`config.mk`:
```
export PLATFORM = sky130hd
export DESIGN_NAME = stagger_adder
export DESIGN_NICKNAME = d
export VERILOG_FILES = /design/src/rtl/stagger_adder.sv
export SDC_FILE = /design/constraint.sdc
export NUM_CORES = 1
export LEC_CHECK = 0
export ABC_CLOCK_PERIOD_IN_PS = 12300
export BUFFER_PORTS_ARGS = -buffer_cell sky130_fd_sc_hd__buf_2
export CAP_MARGIN = 20
export CORE_MARGIN = 4
export CORE_UTILIZATION = 55
export DETAILED_ROUTE_END_ITERATION = 10
export HOLD_SLACK_MARGIN = 0.12
export PLACE_DENSITY_LB_ADDON = 0.1
export SLEW_MARGIN = 20
export SYNTH_ARGS = -nofsm -noshare
export SYNTH_HDL_FRONTEND = slang
export SYNTH_SLANG_ARGS = --single-unit
```
`constraint.sdc`:
```
create_clock -name clk -period 12.3 [get_ports clk]
set_input_delay 0.615 -clock clk [delete_from_list [all_inputs] [get_ports clk]]
set_output_delay 0.615 -clock clk [all_outputs]
set_load 0.01 [all_outputs]
```
`src/rtl/stagger_adder.sv`:
```
module stagger_adder #(
  parameter int DATA_W = 32,
  parameter int TAG_W  = 4
) (
  input  logic                clk,
  input  logic                rst_n,
  input  logic                in_valid,
  input  logic                in_sub,
  input  logic [DATA_W-1:0]   in_a,
  input  logic [DATA_W-1:0]   in_b,
  input  logic [TAG_W-1:0]    in_tag,
  input  logic                src_a_en,
  input  logic [TAG_W-1:0]    src_a_tag,
  input  logic                src_b_en,
  input  logic [TAG_W-1:0]    src_b_tag,
  output logic                lo_valid,
  output logic [DATA_W/2-1:0] lo_data,
  output logic [TAG_W-1:0]    lo_tag,
  output logic                hi_valid,
  output logic [DATA_W/2-1:0] hi_data,
  output logic                res_valid,
  output logic [DATA_W-1:0]   res_data,
  output logic [TAG_W-1:0]    res_tag,
  output logic                res_zero,
  output logic                res_sign,
  output logic                res_carry,
  output logic                res_ovf
);
  localparam int HW = DATA_W / 2;

  logic          s1_sub, s1_c;
  logic [HW-1:0] s1_ahi, s1_bhi;
  logic [1:0]    s1_asel, s1_bsel;
  logic          s2_c, s2_ovf;
  logic [HW-1:0] s2_lo;
  logic [TAG_W-1:0] s2_tag;

  // issue stage: pick forwarded low slices, nearest producer first
  logic a_d1, a_d2, b_d1, b_d2;
  assign a_d1 = src_a_en && lo_valid && (lo_tag == src_a_tag);
  assign a_d2 = src_a_en && hi_valid && (s2_tag == src_a_tag) && !a_d1;
  assign b_d1 = src_b_en && lo_valid && (lo_tag == src_b_tag);
  assign b_d2 = src_b_en && hi_valid && (s2_tag == src_b_tag) && !b_d1;

  logic [HW-1:0] a_lo, b_lo, b_lo_x, lo_sum;
  logic          lo_c;
  assign a_lo   = a_d1 ? lo_data : (a_d2 ? s2_lo : in_a[HW-1:0]);
  assign b_lo   = b_d1 ? lo_data : (b_d2 ? s2_lo : in_b[HW-1:0]);
  assign b_lo_x = b_lo ^ {HW{in_sub}};
  assign {lo_c, lo_sum} = {1'b0, a_lo} + {1'b0, b_lo_x} + {{HW{1'b0}}, in_sub};

  // high stage: producers have moved one stage on
  logic [HW-1:0] a_hi, b_hi, b_hi_x, hi_sum;
  logic          hi_c, hi_ovf;
  assign a_hi   = s1_asel[0] ? hi_data : (s1_asel[1] ? res_data[DATA_W-1:HW] : s1_ahi);
  assign b_hi   = s1_bsel[0] ? hi_data : (s1_bsel[1] ? res_data[DATA_W-1:HW] : s1_bhi);
  assign b_hi_x = b_hi ^ {HW{s1_sub}};
  assign {hi_c, hi_sum} = {1'b0, a_hi} + {1'b0, b_hi_x} + {{HW{1'b0}}, s1_c};
  assign hi_ovf = (a_hi[HW-1] == b_hi_x[HW-1]) && (hi_sum[HW-1] != a_hi[HW-1]);

  always_ff @(posedge clk or negedge rst_n) begin
    if (!rst_n) begin
      lo_valid  <= 1'b0;
      hi_valid  <= 1'b0;
      res_valid <= 1'b0;
    end else begin
      lo_valid  <= in_valid;
      hi_valid  <= lo_valid;
      res_valid <= hi_valid;
    end
  end

  always_ff @(posedge clk) begin
    lo_data   <= lo_sum;
    lo_tag    <= in_tag;
    s1_c      <= lo_c;
    s1_sub    <= in_sub;
    s1_ahi    <= in_a[DATA_W-1:HW];
    s1_bhi    <= in_b[DATA_W-1:HW];
    s1_asel   <= {a_d2, a_d1};
    s1_bsel   <= {b_d2, b_d1};
    hi_data   <= hi_sum;
    s2_lo     <= lo_data;
    s2_tag    <= lo_tag;
    s2_c      <= hi_c;
    s2_ovf    <= hi_ovf;
    res_data  <= {hi_data, s2_lo};
    res_tag   <= s2_tag;
    res_zero  <= ~|{hi_data, s2_lo};
    res_sign  <= hi_data[HW-1];
    res_carry <= s2_c;
    res_ovf   <= s2_ovf;
  end

  AST_LO_AFTER_ISSUE: assert property (@(posedge clk) disable iff (!rst_n)
    in_valid |=> lo_valid && lo_tag == $past(in_tag));
  AST_LO_ONLY_AFTER_ISSUE: assert property (@(posedge clk) disable iff (!rst_n)
    !in_valid |=> !lo_valid);
  AST_LO_ADD_PLAIN: assert property (@(posedge clk) disable iff (!rst_n)
    in_valid && !in_sub && !src_a_en && !src_b_en |=>
      lo_data == HW'($past(in_a[HW-1:0]) + $past(in_b[HW-1:0])));
  AST_LO_SUB_PLAIN: assert property (@(posedge clk) disable iff (!rst_n)
    in_valid && in_sub && !src_a_en && !src_b_en |=>
      lo_data == HW'($past(in_a[HW-1:0]) - $past(in_b[HW-1:0])));
  AST_HI_FOLLOWS_LO: assert property (@(posedge clk) disable iff (!rst_n)
    lo_valid |=> hi_valid);
  AST_RES_FOLLOWS_HI: assert property (@(posedge clk) disable iff (!rst_n)
    hi_valid |=> res_valid && res_data[DATA_W-1:HW] == $past(hi_data));
  AST_RES_LO_TAG: assert property (@(posedge clk) disable iff (!rst_n)
    res_valid |-> res_data[HW-1:0] == $past(lo_data, 2) && res_tag == $past(lo_tag, 2));
  AST_ZERO_FLAG: assert property (@(posedge clk) disable iff (!rst_n)
    res_valid |-> res_zero == (res_data == '0));
  AST_FWD_LO_NEAR: assert property (@(posedge clk) disable iff (!rst_n)
    in_valid && !in_sub && src_a_en && lo_valid && src_a_tag == lo_tag && !src_b_en |=>
      lo_data == HW'($past(lo_data) + $past(in_b[HW-1:0])));
endmodule

```
# ---- Yosys cells after proc, flatten, opt, wreduce, memory -nomap -nowiden
# Index checks and enable logic that the tools add are counted.
dict set report word_totals {
  in_bits 82
  reg_bits 139
}
dict set report op_classes {
  n_bitwise 2
  n_mux 8
  add_sub_neg 4
  eq_ne 6
  reduce_logical 15
}
# cell n
set op_table {}
lappend op_table {{$mux W16} 8}
lappend op_table {{$add A16 B16 Y17} 2}
lappend op_table {{$add A17 B1 Y17} 2}
lappend op_table {{$reduce_or A32 Y1} 1}
lappend op_table {{$xor A16 B16 Y16} 2}
lappend op_table {{$eq A4 B4 Y1} 4}
lappend op_table {{$logic_and A1 B1 Y1} 11}
lappend op_table {{$logic_not A1 Y1} 3}
lappend op_table {{$eq A1 B1 Y1} 1}
lappend op_table {{$ne A1 B1 Y1} 1}

# ---- Longest topological paths before layout
# Gate-level depths: netlist (run 1).
dict set report logic_depth {
  word_depth 9
  mapped_depth 20
}

# ---- Worst setup path after synthesis (run 1)
# Ideal clock, no wire load.
dict set report synth_timing {
  path_kind {input-to-reg}
  start {input port src_b_tag[2]}
  end {register s1_c}
  path_slack_ns 7.993
  stages 19
  t_arrival_ns 4.191
  path_buffers 1
  cell_sequence {xnor2_1 and3_1 nand2_2 buf_1 mux2i_1 o21ai_0 xor2_1 fa_1 a21o_1 a21o_1 a21oi_1 o21ai_0 a21oi_1 o21bai_1 a21oi_1 nor2b_1 o21ai_0 a21oi_1 a31o_2}
}
dict set report synth_via {
  elab_chain_len 9
  word_cells_on_any_way 11
  cone_classes {2 x add/sub; 2 x eq/ne; 2 x mux; 1 x bitwise; 4 x reduce/logical}
}
# element line_no
set synth_lines {}
lappend synth_lines {{start, declared} 15} ;# input logic [TAG_W-1:0] src_b_tag,
lappend synth_lines {{$eq A4 B4 Y1} 42} ;# assign b_d1 = src_b_en && lo_valid && (lo_tag == src_b_tag);
lappend synth_lines {{$logic_and A1 B1 Y1} 42}
lappend synth_lines {{$logic_not A1 Y1} 43} ;# assign b_d2 = src_b_en && hi_valid && (s2_tag == src_b_tag) && !b_d1;
lappend synth_lines {{$logic_and A1 B1 Y1} 43}
lappend synth_lines {{$mux W16} 48} ;# assign b_lo = b_d1 ? lo_data : (b_d2 ? s2_lo : in_b[HW-1:0]);
lappend synth_lines {{$mux W16 (*)} 48}
lappend synth_lines {{$xor A16 B16 Y16 (*)} 49} ;# assign b_lo_x = b_lo ^ {HW{in_sub}};
lappend synth_lines {{$add A16 B16 Y17 (*)} 50} ;# assign {lo_c, lo_sum} = {1'b0, a_lo} + {1'b0, b_lo_x} + {{HW{1'b0}}, in_sub};
lappend synth_lines {{$add A17 B1 Y17 (*)} 50}
lappend synth_lines {{named net lo_c} 46} ;# logic lo_c;
lappend synth_lines {{end signal, assigned} 76} ;# s1_c <= lo_c;
lappend synth_lines {{end, declared} 31} ;# logic s1_sub, s1_c;
# The timed path passes the listed nets; every way through them passes the cells marked *.

# ---- Final worst setup path (run 1)
dict set report layout_timing {
  start {register s1_sub}
  end {register s2_c}
}
dict set report layout_via {
  elab_chain_len 3
}
# element line_no
set layout_lines {}
lappend layout_lines {{start, declared} 31}
lappend layout_lines {{start signal, assigned} 77} ;# s1_sub <= in_sub;
lappend layout_lines {{$xor A16 B16 Y16} 57} ;# assign b_hi_x = b_hi ^ {HW{s1_sub}};
lappend layout_lines {{$add A16 B16 Y17} 58} ;# assign {hi_c, hi_sum} = {1'b0, a_hi} + {1'b0, b_hi_x} + {{HW{1'b0}}, s1_c};
lappend layout_lines {{$add A17 B1 Y17} 58}
lappend layout_lines {{named net hi_c} 54} ;# logic hi_c, hi_ovf;
lappend layout_lines {{end signal, assigned} 85} ;# s2_c <= hi_c;
lappend layout_lines {{end, declared} 34} ;# logic s2_c, s2_ovf;
# The timed path passes the listed nets, and every way through them passes these cells.

==> results of run 1 <==
==> worst max-delay path by stage <==
stage	from	end	slack, ns	cells past startpoint
after floorplan	src_b_tag[2]	s1_c	7.99	19
after global placement	src_a_tag[1]	s1_c	7.63	18
after detailed placement	src_a_tag[0]	s1_c	7.54	17
after CTS	lo_tag[0]	s1_c	7.74	17
after global routing	lo_tag[0]	s1_c	7.52	19
final	s1_sub	s2_c	7.98	14
==> final cells by class <==
cell class / instances / area, µm²
multi-input cells: 435 / 3100
fillers: 873 / 3240
clock inverters: 12 / 124
well taps: 140 / 175
clock buffers: 20 / 445
repair buffers: 165 / 841
inverters: 22 / 83.8
flip-flops and latches: 138 / 2780
==> where the power goes <==
group,internal (mW),switching [mW],leakage (nW)
Clock,0.297,0.191,0.272
Sequential,0.580,0.113,1.17
Combinational,0.165,0.196,2.15
Total,1.04,0.500,3.60
==> cells in the final DEF (no fill, tap or decap), types with 8 or more instances in the layout <==
cell / synthesis / layout
ha_1: 30 / 30
buf_2: 0 / 160
dfxtp_1: 135 / 135
nor4_1: 8 / 8
nor2b_1: 8 / 8
o21ai_0: 61 / 61
mux2i_1: 64 / 64
a21oi_1: 37 / 37
xor2_1: 48 / 48
xnor2_1: 17 / 17
inv_1: 21 / 21
clkbuf_16: 0 / 16
a21o_1: 12 / 12
nand2_1: 59 / 58
nor2_1: 40 / 40
==> state kept, by name, indices dropped and copies added (netlist names), 2 cells and up <==
| register | count |
|---|---|
| s1_ahi | 16 |
| s2_tag | 4 |
| lo_data | 16 |
| s1_bhi | 16 |
| s1_asel | 2 |
| hi_data | 16 |
| lo_tag | 4 |
| s1_bsel | 2 |
| s2_lo | 16 |
| res_tag | 4 |
| res_data | 32 |
==> what timing repair did <==
action                                  4_1_cts  5_1_grt
endpoints found under the setup margin        0        0
hold buffers                                  1        0
hold endpoints to repair                      3        0
==> layer usage <==
| metal | vias up | track usage (%) | wire length, µm |
|---|---|---|---|
| met1 | 2246 | 29.4 | 6320 |
| met2 | 140 | 41.0 | 7210 |
| met5 | - | 0 | 0 |
| met4 | 0 | 8.65 | 231 |
| li1 | 2457 | - | - |
| met3 | 19 | 5.94 | 815 |
==> cells by family after synthesis <==
group / share of synthesized area [%]
multiplexers: 10.6
AND/OR/NAND/NOR: 10.2
buffers and inverters: 3.05
adder cells (fa/ha/maj): 7.18
flip-flops: 45.8
AO/OA/AOI/OAI: 13.7
XOR/XNOR: 9.39
==> metrics by stage <==
| stage | util (%) | instances | area, µm² | power [mW] | worst slack [ns] |
|---|---|---|---|---|---|
| after floorplan | - | 619 | 6060 | 0.886 | 7.99 |
| after global placement | 64.5 | 899 | 6970 | 1.05 | 7.63 |
| after detailed placement | 64.5 | 899 | 6970 | 1.06 | 7.54 |
| after CTS | 69.9 | 932 | 7550 | 1.55 | 7.74 |
| after global routing | 69.9 | 932 | 7550 | 1.63 | 7.52 |
| final | 69.9 | 932 | 7550 | 1.54 | 7.98 |
==> worst reg2reg max path: cells and delay by family, from the launching register on <==
kind | cells | cell delay [ns]
compound gates | 9 | 1.86
xor+xnor | 1 | 0.22
fa+ha+maj | 2 | 0.97
flops | 1 | 0.97
simple gates | 2 | 0.20
==> metrics.txt, run 1 <==
# TYPE chip_impl_metric gauge
chip_impl_metric{name="drc",unit=""} 0
chip_impl_info{name="worstPathCellList",value="xnor2_1 -> fa_1 -> fa_1 -> nor2b_1 -> o21ai_0 -> a21boi_0 -> o21ai_0 -> a21boi_0 -> nor2_1 -> o21ai_0 -> a21o_1 -> a21o_1 -> a31oi_1 -> o21ai_0"} 1
chip_impl_info{name="critPathTopFamily",value="compound AO/OA/AOI/OAI gates"} 1
chip_impl_metric{name="area_growth_syn_to_layout",unit="%"} 24.5
chip_impl_metric{name="initial_utilization",unit="%"} 56.2
chip_impl_info{name="holdCritPathClass",value="in2reg"} 1
chip_impl_info{name="slowest_stage",value="dfxtp_1"} 1
chip_impl_metric{name="cts.clk_slew.worst_paths",unit="ns"} 0.06
chip_impl_metric{name="final-max-slew-violation-count",unit=""} 0
chip_impl_metric{name="cap_violations",unit=""} 0
chip_impl_metric{name="cts_resized",unit=""} 0
chip_impl_metric{name="post_cts_buffers",unit=""} 0
chip_impl_metric{name="row_count",unit=""} 38
chip_impl_metric{name="yosysWarnings",unit=""} 0
chip_impl_info{name="cts-root-buf",value="clkbuf_8"} 1
chip_impl_metric{name="worst-slew-pin-transition",unit="ns"} 1.01
chip_impl_metric{name="first_global_vias",unit=""} 5115
chip_impl_info{name="worst_r2r_startpoint",value="s1_sub"} 1
chip_impl_metric{name="fp.dieH",unit="µm"} 113
chip_impl_metric{name="finalCriticalPeriod",unit="ns"} 4.32
chip_impl_metric{name="overflow",unit=""} 0
chip_impl_metric{name="die_w",unit="µm"} 113
chip_impl_info{name="endpoint_kind",value="register"} 1
chip_impl_metric{name="drt_pass1_iterations",unit=""} 4
chip_impl_metric{name="groute.usage.overall",unit="%"} 24.0
chip_impl_metric{name="yosysTopAreaCellShare",unit="%"} 44.6
chip_impl_metric{name="finalClockSkew",unit="ns"} 0.00826
chip_impl_metric{name="max_freq",unit="GHz"} 0.232
chip_impl_metric{name="timing.critical_path.buf_inv",unit=""} 0
chip_impl_metric{name="wire_length_of_the_first_global_routing_pass",unit="µm"} 24500
chip_impl_metric{name="cp.arrival",unit="ns"} 4.76
chip_impl_metric{name="synth.ff_latch_count",unit=""} 138
chip_impl_metric{name="yosysSeqAreaShare",unit="%"} 45.8
chip_impl_info{name="timing.critical_path.mode_cell",value="o21ai_0"} 1
chip_impl_metric{name="drt_iter0_drc",unit=""} 272
chip_impl_metric{name="placeableCoreArea",unit="µm²"} 10800
chip_impl_metric{name="min_delay_path_depth",unit=""} 1
chip_impl_metric{name="finalWirelength",unit="µm"} 14600
chip_impl_info{name="cp-start-kind",value="register"} 1
chip_impl_metric{name="max_slew_margin",unit="%"} 32.7
chip_impl_metric{name="synth_cell_types",unit=""} 49
chip_impl_info{name="synth_flop_cell",value="dfxtp_1"} 1
chip_impl_metric{name="clock_insertion_delay_worst_skew",unit="ns"} 0.53
chip_impl_metric{name="mappedNetlistNets",unit=""} 734
chip_impl_metric{name="viasPerCell",unit=""} 5.22
chip_impl_metric{name="grt_max_degree",unit=""} 37
chip_impl_info{name="synth_top_cells_by_area",value="dfxtp_1 (45%), mux2i_1 (11%), xor2_1 (6.9%)"} 1
chip_impl_info{name="cts_tree",value="built"} 1
chip_impl_metric{name="critical_path_peak_fanout",unit=""} 16
chip_impl_metric{name="synth_enable_flop_cells",unit=""} 0
chip_impl_metric{name="worst-endpoint-required",unit="ns"} 12.74
chip_impl_info{name="synthMostInstantiatedCell",value="dfxtp_1"} 1
chip_impl_metric{name="powerDensity",unit="nW/µm²"} 204
chip_impl_metric{name="route.antenna.remaining_nets",unit=""} 0
chip_impl_metric{name="reg2regPathDepth",unit=""} 14
chip_impl_metric{name="post_synth_instance_area",unit="µm²"} 6060
chip_impl_metric{name="final_layout_size_suffix_gt1_share",unit="%"} 26.4
chip_impl_metric{name="syn-mean-instance-area",unit="µm²"} 9.79
chip_impl_info{name="rsz0062_at_grt",value="no"} 1
chip_impl_metric{name="wl_per_cell",unit="µm"} 15.6
chip_impl_metric{name="timing.final.hold_violations",unit=""} 0
chip_impl_metric{name="cts-root-to-sink-buffers",unit=""} 2
chip_impl_metric{name="insertedDiodeCount",unit=""} 0
chip_impl_metric{name="clock_tree.htree_level_count",unit=""} 4
chip_impl_metric{name="numClockSinks",unit=""} 138
chip_impl_metric{name="post_synth_inst_count",unit=""} 619
chip_impl_info{name="crit_type",value="reg2reg"} 1
chip_impl_metric{name="io_pins",unit=""} 161
chip_impl_metric{name="numnets_final",unit=""} 894
chip_impl_metric{name="standby_leakage_power",unit="nW"} 3.60
chip_impl_metric{name="die_area",unit="µm²"} 12800
chip_impl_metric{name="cts_inserted_buffers",unit=""} 17
chip_impl_metric{name="asyncSetResetFlopFracSynth",unit="%"} 2.17
chip_impl_metric{name="report.final.setup_viol",unit=""} 0
chip_impl_metric{name="cp_slowest_stage_delay",unit="ns"} 0.97
chip_impl_info{name="timing.rr.end",value="s2_c"} 1
chip_impl_metric{name="place.port_buffers",unit=""} 160
chip_impl_metric{name="ir_drop",unit="mV"} 0.120
chip_impl_info{name="netlist_top_cells_count",value="dfxtp_1 (135), mux2i_1 (64), o21ai_0 (61)"} 1
chip_impl_metric{name="route.vias.total",unit=""} 4862
chip_impl_metric{name="finalSetupTns",unit="ns"} 0
chip_impl_info{name="min_to",value="s1_ahi[5]"} 1
chip_impl_info{name="status",value="finished clean"} 1
chip_impl_info{name="startpoint_of_the_most_critical_hold_path",value="in_a[21]"} 1
chip_impl_metric{name="hpwl",unit="µm"} 10500
chip_impl_metric{name="final_min_period_over_clock_period",unit="%"} 35.1
chip_impl_metric{name="rrSetupSlack",unit="ns"} 7.98
chip_impl_metric{name="hold_slack_final",unit="ns"} 0.177
chip_impl_metric{name="gp_congestion",unit=""} 0.897
chip_impl_metric{name="grt_antenna_before_repair",unit=""} 0
chip_impl_info{name="synthDominantAreaCellType",value="dfxtp_1"} 1
(Power assumes the default switching activity.)
==> inputs of run 2 (changes only) <==
--- a/config.mk
+++ b/config.mk
@@ -5,11 +5,12 @@
 export SDC_FILE = /design/constraint.sdc
 export NUM_CORES = 1
 export LEC_CHECK = 0
-export ABC_CLOCK_PERIOD_IN_PS = 12300
+export ABC_AREA = 1
+export ABC_CLOCK_PERIOD_IN_PS = 3600
 export BUFFER_PORTS_ARGS = -buffer_cell sky130_fd_sc_hd__buf_2
 export CAP_MARGIN = 20
 export CORE_MARGIN = 4
-export CORE_UTILIZATION = 55
+export CORE_UTILIZATION = 48
 export DETAILED_ROUTE_END_ITERATION = 10
 export HOLD_SLACK_MARGIN = 0.12
 export PLACE_DENSITY_LB_ADDON = 0.1
==> constraint.sdc (replaced) <==
create_clock -name clk -period 3.6 [get_ports clk]
set_input_delay 0.18 -clock clk [delete_from_list [all_inputs] [get_ports clk]]
set_output_delay 0.18 -clock clk [all_outputs]
set_load 0.01 [all_outputs]
==> run 2 against run 1 <==
Net effect:
- worst hold slack gained 0.11 ns
- fmax rose by 30%
- flip-flop and latch count stayed put
- combinational power rose to 4.0 times the previous value
- core utilization shrank 4.8 points
- synthesized cell count grew 23%
- first-iteration DRC count grew 19%
- routed wire length grew 23%
- setup slack worse by 7.7 ns
- count of clock-buffer cells in the layout increased by 1
- critical endpoint is now lo_data[13]
- largest cell class unchanged
- largest power group unchanged
- highest routed layer unchanged
==> metrics.txt, run 2 <==
# TYPE chip_impl_metric gauge
chip_impl_metric{name="fp.dieH",unit="µm"} 121
chip_impl_metric{name="synth_xor_area_share",unit="%"} 8.53
chip_impl_info{name="final_common_cell",value="buf_2"} 1
chip_impl_metric{name="min_delay_path_depth",unit=""} 5
chip_impl_metric{name="post_synth_inst_count",unit=""} 763
chip_impl_metric{name="route.vias.total",unit=""} 5914
chip_impl_info{name="worstPathCellList",value="inv_2 -> nand2_1 -> nand3_1 -> nor2_2 -> nand3_4 -> inv_1 -> buf_4 -> nand2_1 -> nand3_1 -> o21ai_0 -> xor2_1 -> ha_1 -> inv_1 -> o21ai_0 -> a31oi_2 -> o21ai_0 -> a21oi_1 -> nand3_1 -> nand2_1"} 1
chip_impl_metric{name="synth_cell_types",unit=""} 40
chip_impl_metric{name="finalClockSkew",unit="ns"} 0.0112
chip_impl_metric{name="drt_pass1_iterations",unit=""} 6
chip_impl_metric{name="yosysWarnings",unit=""} 0
chip_impl_metric{name="die_w",unit="µm"} 121
chip_impl_info{name="slowest_stage",value="dfxtp_1"} 1
chip_impl_metric{name="yosysTopAreaCellShare",unit="%"} 43.8
chip_impl_info{name="cts_tree",value="built"} 1
chip_impl_info{name="regMostFlops",value="res_data"} 1
chip_impl_metric{name="muxShareOfSynthArea",unit="%"} 0
chip_impl_metric{name="synthSimpleGateAreaFrac",unit="%"} 19.3
chip_impl_metric{name="clock_tree.htree_level_count",unit=""} 4
chip_impl_metric{name="placeableCoreArea",unit="µm²"} 12600
chip_impl_metric{name="grt_antenna_before_repair",unit=""} 0
chip_impl_info{name="synth_top_family_by_area",value="simple AND/OR/NAND/NOR gates"} 1
chip_impl_info{name="holdCritPathClass",value="in2reg"} 1
chip_impl_metric{name="final_min_period_over_clock_period",unit="%"} 92.6
chip_impl_metric{name="cp_slowest_stage_delay",unit="ns"} 0.42
chip_impl_metric{name="numnets_final",unit=""} 1091
chip_impl_metric{name="standby_leakage_power",unit="nW"} 4.09
chip_impl_info{name="crit_type",value="reg2reg"} 1
chip_impl_metric{name="finalPower",unit="mW"} 5.53
chip_impl_metric{name="grt_max_degree",unit=""} 20
chip_impl_metric{name="yosysSeqAreaShare",unit="%"} 45.1
chip_impl_metric{name="critical_path_peak_fanout",unit=""} 14
chip_impl_metric{name="timing.final.hold_violations",unit=""} 0
chip_impl_metric{name="cap_violations",unit=""} 0
chip_impl_metric{name="numClockSinks",unit=""} 138
chip_impl_metric{name="worst-slew-pin-transition",unit="ns"} 0.561
chip_impl_metric{name="clock_insertion_delay_worst_skew",unit="ns"} 0.42
chip_impl_info{name="endpoint_kind",value="register"} 1
chip_impl_metric{name="report.final.setup_viol",unit=""} 0
chip_impl_metric{name="groute.usage.overall",unit="%"} 24.9
chip_impl_metric{name="die_area",unit="µm²"} 14700
chip_impl_metric{name="area_of_the_multi_input_gates",unit="µm²"} 3040
chip_impl_info{name="cp-start-kind",value="register"} 1
chip_impl_info{name="status",value="finished clean"} 1
chip_impl_info{name="cts-root-buf",value="clkbuf_16"} 1
chip_impl_metric{name="filler_cells_inserted",unit=""} 1123
chip_impl_info{name="netlist_top_cells_count",value="nand2_1 (149), dfxtp_1 (135), inv_1 (64)"} 1
chip_impl_metric{name="final-max-slew-violation-count",unit=""} 0
chip_impl_metric{name="syn-mean-instance-area",unit="µm²"} 8.08
chip_impl_metric{name="post_cts_buffers",unit=""} 0
chip_impl_metric{name="route.antenna.remaining_nets",unit=""} 0
chip_impl_metric{name="viasPerCell",unit=""} 5.09
chip_impl_metric{name="wl_per_cell",unit="µm"} 15.5
chip_impl_metric{name="wire_length_of_the_first_global_routing_pass",unit="µm"} 28700
chip_impl_metric{name="synth_enable_flop_cells",unit=""} 0
chip_impl_metric{name="drt_iter0_drc",unit=""} 324
chip_impl_metric{name="cp.arrival",unit="ns"} 3.65
chip_impl_metric{name="area.sequential",unit="µm²"} 2780
chip_impl_metric{name="synth_adder_area_share",unit="%"} 7.06
chip_impl_metric{name="synth_compound_area_share",unit="%"} 14.0
chip_impl_metric{name="cts-root-to-sink-buffers",unit=""} 2
chip_impl_metric{name="max_slew_margin",unit="%"} 62.3
chip_impl_metric{name="cts_inserted_buffers",unit=""} 17
chip_impl_metric{name="cts.clk_slew.worst_paths",unit="ns"} 0.06
chip_impl_metric{name="asyncSetResetFlopFracSynth",unit="%"} 2.17
chip_impl_info{name="synthMostInstantiatedCell",value="nand2_1"} 1
chip_impl_metric{name="drc",unit=""} 0
chip_impl_metric{name="worst-endpoint-required",unit="ns"} 3.92
chip_impl_metric{name="place.port_buffers",unit=""} 160
chip_impl_metric{name="first_global_vias",unit=""} 5870
chip_impl_metric{name="ir_drop",unit="mV"} 0.447
chip_impl_metric{name="gp_congestion",unit=""} 0.885
chip_impl_metric{name="max_freq",unit="GHz"} 0.300
chip_impl_metric{name="hold_slack_final",unit="ns"} 0.290
chip_impl_metric{name="initial_utilization",unit="%"} 48.8
chip_impl_metric{name="post_synth_instance_area",unit="µm²"} 6160
chip_impl_metric{name="area_growth_syn_to_layout",unit="%"} 33.4
chip_impl_info{name="synth_top_cells_by_area",value="dfxtp_1 (44%), nand2_1 (9.1%), xor2_1 (7.4%)"} 1
chip_impl_info{name="synthDominantAreaCellType",value="dfxtp_1"} 1
chip_impl_metric{name="io_pins",unit=""} 161
chip_impl_metric{name="mappedNetlistNets",unit=""} 878
chip_impl_metric{name="powerDensity",unit="nW/µm²"} 673
chip_impl_metric{name="overflow",unit=""} 0
chip_impl_metric{name="insertedDiodeCount",unit=""} 0
chip_impl_metric{name="finalWirelength",unit="µm"} 18000
chip_impl_metric{name="reg2regPathDepth",unit=""} 19
chip_impl_metric{name="finalCriticalPeriod",unit="ns"} 3.33
chip_impl_metric{name="largest_reg_flops",unit=""} 32
chip_impl_metric{name="row_count",unit=""} 41
chip_impl_info{name="synth_flop_cell",value="dfxtp_1"} 1
chip_impl_metric{name="final_layout_size_suffix_gt1_share",unit="%"} 24.0
chip_impl_info{name="commonest_cells_after_routing_fill_and_taps_aside",value="buf_2 (160), nand2_1 (148), dfxtp_1 (135), inv_1 (64), a21oi_1 (63)"} 1
chip_impl_metric{name="synth.ff_latch_count",unit=""} 138
chip_impl_metric{name="hpwl",unit="µm"} 13100
run 2: changes by cell type after synthesis, moves of 9 or more:
| cell | delta |
|---|---|
| o21ai_0 | -9 |
| xnor2_1 | -9 |
| nand2_1 | +90 |
| o22ai_1 | +14 |
| mux2i_1 | -64 |
| a21oi_1 | +26 |
| a21o_1 | -12 |
| nor2_1 | +18 |
| inv_1 | +43 |
| nand3_1 | +36 |
run 2: power by group:
group	switching [mW]	total (mW)	internal, mW	leakage, nW
clock	0.658	1.71	1.05	0.283
combinational	0.839	1.45	0.609	2.63
sequential	0.379	2.37	1.99	1.17
run 2: worst max-delay path, delay by kind of cell, from the launching register on:
kind                     cells  cell delay, ns
AO/OA/AOI/OAI                5            0.99
AND/OR/NAND/NOR              8            0.78
buffers and inverters        4            0.54
flip-flops                   1            0.42
adder cells (fa/ha/maj)      1            0.34
XOR/XNOR                     1            0.15
run 2: layout make-up:
type,instances,area share [%]
Clock inverter,11,1.43
Multi-Input combinational cell,528,37.0
Timing Repair Buffer,218,16.3
Inverter,73,3.33
Sequential cell,138,33.8
Tap cell,172,2.62
Clock buffer,21,5.60
run 2: metrics by stage:
stage | TNS [ns] | cell area (µm²) | cells | setup WS (ns) | utilization (%)
finish | 0 | 8220 | 1161 | 0.267 | 65.1
global placement | 0 | 7220 | 1089 | 0.175 | 57.2
global route | -0.00140 | 8220 | 1161 | -0.00140 | 65.1
floorplan | 0 | 6160 | 763 | 0.458 | -
detailed placement | 0 | 7220 | 1089 | 0.155 | 57.2
CTS | 0 | 8200 | 1161 | 0.0932 | 64.9
run 2: path summary, 6_finish.rpt:
| path | startpoint | end | slack (ns) |
|---|---|---|---|
| worst max-delay path | s2_tag[2] | lo_data[13] | 0.27 |
| worst min-delay path | in_a[15] | s1_c | 0.29 |
| worst max register to register | s2_tag[2] | lo_data[13] | 0.27 |
| worst min register to register | s2_c | res_carry | 0.33 |
| max in group asynchronous | rst_n | hi_valid | 2.75 |
| min in group asynchronous | rst_n | lo_valid | 0.68 |
run 2: timing repair:
action,in CTS,in global routing
hold endpoints to repair,41,0
resized for setup,0,5
endpoints found under the setup margin,0,4
hold buffers,40,0
run 2: cell families after synthesis:
group,Yosys count
adder cells (fa/ha/maj),33
AND/OR/NAND/NOR,279
XOR/XNOR,60
AO/OA/AOI/OAI,156
flip-flops,138
buffers and inverters,97
run 2: metal layers:
metal  GRT usage (%)  up-vias  share of wire, %
li1                -     2948                 -
met1            32.0     2745                44
met5               0        -                 0
met4            7.07        0               1.4
met2            41.7      193                49
met3            5.97       28               5.4
==> inputs of run 3 (changes only) <==
--- a/config.mk
+++ b/config.mk
@@ -5,12 +5,11 @@
 export SDC_FILE = /design/constraint.sdc
 export NUM_CORES = 1
 export LEC_CHECK = 0
-export ABC_AREA = 1
-export ABC_CLOCK_PERIOD_IN_PS = 3600
+export ABC_CLOCK_PERIOD_IN_PS = 3900
 export BUFFER_PORTS_ARGS = -buffer_cell sky130_fd_sc_hd__buf_2
 export CAP_MARGIN = 20
 export CORE_MARGIN = 4
-export CORE_UTILIZATION = 48
+export CORE_UTILIZATION = 55
 export DETAILED_ROUTE_END_ITERATION = 10
 export HOLD_SLACK_MARGIN = 0.12
 export PLACE_DENSITY_LB_ADDON = 0.1
==> constraint.sdc (replaced) <==
create_clock -name clk -period 3.9 [get_ports clk]
set_input_delay 0.195 -clock clk [delete_from_list [all_inputs] [get_ports clk]]
set_output_delay 0.195 -clock clk [all_outputs]
set_load 0.01 [all_outputs]
==> run 3 against run 2 <==
Net effect:
- count of clock-buffer cells in the layout stayed put
- register-to-register slack worse by 0.08 ns
- critical path type unchanged
- routed wire length down 13%
- clock power fell by 7%
- first-iteration DRC count decreased by 30%
- largest cell class unchanged
- fmax down 10%
- combinational power is 15% lower
- highest routed layer unchanged
- critical path depth down 2
- non-clock buffer count rose by 6
- setup slack lost 0.080 ns
==> metrics.txt, run 3 (same netlist as run 1, synthesis figures left out) <==
# TYPE chip_impl_metric gauge
chip_impl_metric{name="route.antenna.remaining_nets",unit=""} 0
chip_impl_metric{name="cts-root-to-sink-buffers",unit=""} 2
chip_impl_metric{name="io_pins",unit=""} 161
chip_impl_metric{name="max_slew_margin",unit="%"} 62.5
chip_impl_metric{name="final-max-slew-violation-count",unit=""} 0
chip_impl_metric{name="largest_reg_flops",unit=""} 32
chip_impl_metric{name="wl_per_cell",unit="µm"} 15.7
chip_impl_metric{name="viasPerCell",unit=""} 5.14
chip_impl_metric{name="gp_congestion",unit=""} 0.909
chip_impl_metric{name="powerDensity",unit="nW/µm²"} 612
chip_impl_metric{name="timing.final.hold_violations",unit=""} 0
chip_impl_metric{name="dp_cells",unit=""} 914
chip_impl_metric{name="ir_drop",unit="mV"} 0.437
chip_impl_metric{name="area_growth_syn_to_layout",unit="%"} 34.8
chip_impl_metric{name="finalClockSkew",unit="ns"} 0.00901
chip_impl_info{name="status",value="finished clean"} 1
chip_impl_metric{name="grt_antenna_before_repair",unit=""} 0
chip_impl_info{name="rsz0062_at_grt",value="yes"} 1
chip_impl_metric{name="grt_max_degree",unit=""} 29
chip_impl_metric{name="wire_length_of_the_first_global_routing_pass",unit="µm"} 25200
chip_impl_metric{name="die_w",unit="µm"} 113
chip_impl_metric{name="row_count",unit=""} 38
chip_impl_metric{name="filler_cells_inserted",unit=""} 796
chip_impl_metric{name="cap_violations",unit=""} 0
chip_impl_metric{name="numnets_final",unit=""} 953
chip_impl_metric{name="standby_leakage_power",unit="nW"} 3.87
chip_impl_metric{name="die_area",unit="µm²"} 12800
chip_impl_metric{name="hpwl",unit="µm"} 11000
chip_impl_info{name="cts_tree",value="built"} 1
chip_impl_metric{name="finalPower",unit="mW"} 5.00
chip_impl_metric{name="finalWirelength",unit="µm"} 15600
chip_impl_metric{name="first_global_vias",unit=""} 5289
chip_impl_info{name="regMostFlops",value="res_data"} 1
chip_impl_metric{name="insertedDiodeCount",unit=""} 0
chip_impl_metric{name="numClockSinks",unit=""} 138
chip_impl_metric{name="cts_inserted_buffers",unit=""} 17
chip_impl_metric{name="initial_utilization",unit="%"} 56.2
chip_impl_metric{name="cts.clk_slew.worst_paths",unit="ns"} 0.06
chip_impl_info{name="cp-start-kind",value="register"} 1
chip_impl_info{name="endpoint_kind",value="register"} 1
chip_impl_info{name="final_common_cell",value="buf_2"} 1
chip_impl_metric{name="final_layout_size_suffix_gt1_share",unit="%"} 27.6
chip_impl_metric{name="max_freq",unit="GHz"} 0.269
chip_impl_metric{name="report.final.setup_viol",unit=""} 0
chip_impl_info{name="commonest_cells_after_routing_fill_and_taps_aside",value="buf_2 (160), dfxtp_1 (133), mux2i_1 (64), nand2_1 (59), o21ai_0 (57)"} 1
chip_impl_metric{name="placeableCoreArea",unit="µm²"} 10800
chip_impl_metric{name="critical_path_peak_fanout",unit=""} 27
chip_impl_metric{name="groute.usage.overall",unit="%"} 24.8
chip_impl_metric{name="drt_pass1_iterations",unit=""} 4
chip_impl_metric{name="fp.dieH",unit="µm"} 113
chip_impl_metric{name="place.port_buffers",unit=""} 160
chip_impl_metric{name="route.vias.total",unit=""} 5090
chip_impl_metric{name="overflow",unit=""} 0
chip_impl_info{name="holdCritPathClass",value="in2reg"} 1
chip_impl_metric{name="final_cells",unit=""} 991
chip_impl_metric{name="finalCriticalPeriod",unit="ns"} 3.71
chip_impl_metric{name="clock_tree.htree_level_count",unit=""} 4
chip_impl_metric{name="clock_insertion_delay_worst_skew",unit="ns"} 0.52
chip_impl_metric{name="drt_iter0_drc",unit=""} 227
chip_impl_info{name="cts-root-buf",value="clkbuf_8"} 1
chip_impl_metric{name="worst-slew-pin-transition",unit="ns"} 0.557
chip_impl_metric{name="final_min_period_over_clock_period",unit="%"} 95.2
chip_impl_metric{name="drc",unit=""} 0
chip_impl_metric{name="cp.arrival",unit="ns"} 4.16
chip_impl_metric{name="worst-endpoint-required",unit="ns"} 4.35
chip_impl_info{name="crit_type",value="reg2reg"} 1
## run 3: cell types whose count changed in the layout (fill, tap and decap cells not counted), moves of 9 or more
cell	before	now
xnor2_1	8	17
nand2_1	148	59
mux2i_1	0	64
inv_1	64	21
a21oi_1	63	35
a21o_1	0	12
nor2_1	58	40
o22ai_1	15	1
nand3_1	38	2
## run 3: area by class of cell
| class | count | area (µm²) | share of cell area, % |
|---|---|---|---|
| repair buffers | 224 | 1400 | 17.1 |
| clock inverters | 11 | 145 | 1.78 |
| well taps | 140 | 175 | 2.14 |
| flip-flops and latches | 138 | 2780 | 34.0 |
| multi-input cells | 435 | 3140 | 38.4 |
| clock buffers | 21 | 449 | 5.50 |
| inverters | 22 | 87.6 | 1.07 |
## run 3: through the flow
stage	hold WS, ns	instance area (µm²)	util (%)	setup TNS (ns)	worst slack (ns)
2_1_floorplan	-0.101	6070	-	0	0.0577
3_3_place_gp	-0.00959	7080	65.6	0	0.0981
3_5_place_dp	-0.00809	7080	65.6	0	0.0106
4_1_cts	0.152	8080	74.8	0	0.00102
5_1_grt	0.288	8170	75.7	-0.165	-0.0776
6_report	0.287	8170	75.7	0	0.187
## run 3: path summary, 6_finish.rpt
| path | to | slack [ns] | from | cells past startpoint |
|---|---|---|---|---|
| min in group asynchronous | lo_valid | 0.59 | rst_n | 3 |
| max | lo_data[13] | 0.19 | lo_tag[0] | 17 |
| min | s1_bsel[0] | 0.29 | src_b_tag[3] | 5 |
| max reg2reg | lo_data[13] | 0.19 | lo_tag[0] | 17 |
| min reg2reg | res_ovf | 0.34 | s2_ovf | 0 |
| max in group asynchronous | hi_valid | 3.16 | rst_n | 3 |
## run 3: repair_timing
action	in CTS	in global routing
resized for setup	1	18
hold buffers	40	0
setup endpoints to repair	1	9
buffers inserted	0	5
pin swaps	0	10
endpoints found under the hold margin	41	0
## run 3: critical path, cell delays in order (launching register included)
cell,delay [ns]
dfxtp_2,0.33
nor2b_1,0.13
a2111oi_2,0.37
nand3_2,0.18
clkinv_4,0.13
buf_12,0.17
o21ai_0,0.11
xor2_1,0.15
ha_1,0.36
a2111o_1,0.48
nor2_1,0.16
nor3_2,0.06
o21ai_2,0.10
a31oi_4,0.13
buf_4,0.17
a211o_1,0.26
a21oi_1,0.20
xnor2_1,0.13
## run 3: power by group
| part | leakage [nW] | switching (mW) | internal, mW |
|---|---|---|---|
| clock | 0.284 | 0.584 | 1.01 |
| combinational | 2.42 | 0.651 | 0.579 |
| sequential | 1.17 | 0.356 | 1.83 |
| total | 3.87 | 1.59 | 3.41 |
## run 3: routing by layer
layer / routed length, µm / GRT usage, % / vias up
li1: - / - / 2570
met1: 6620 / 29.7 / 2366
met2: 7930 / 43.3 / 138
met3: 790 / 5.72 / 16
met4: 253 / 8.97 / 0
met5: 0 / 0 / -
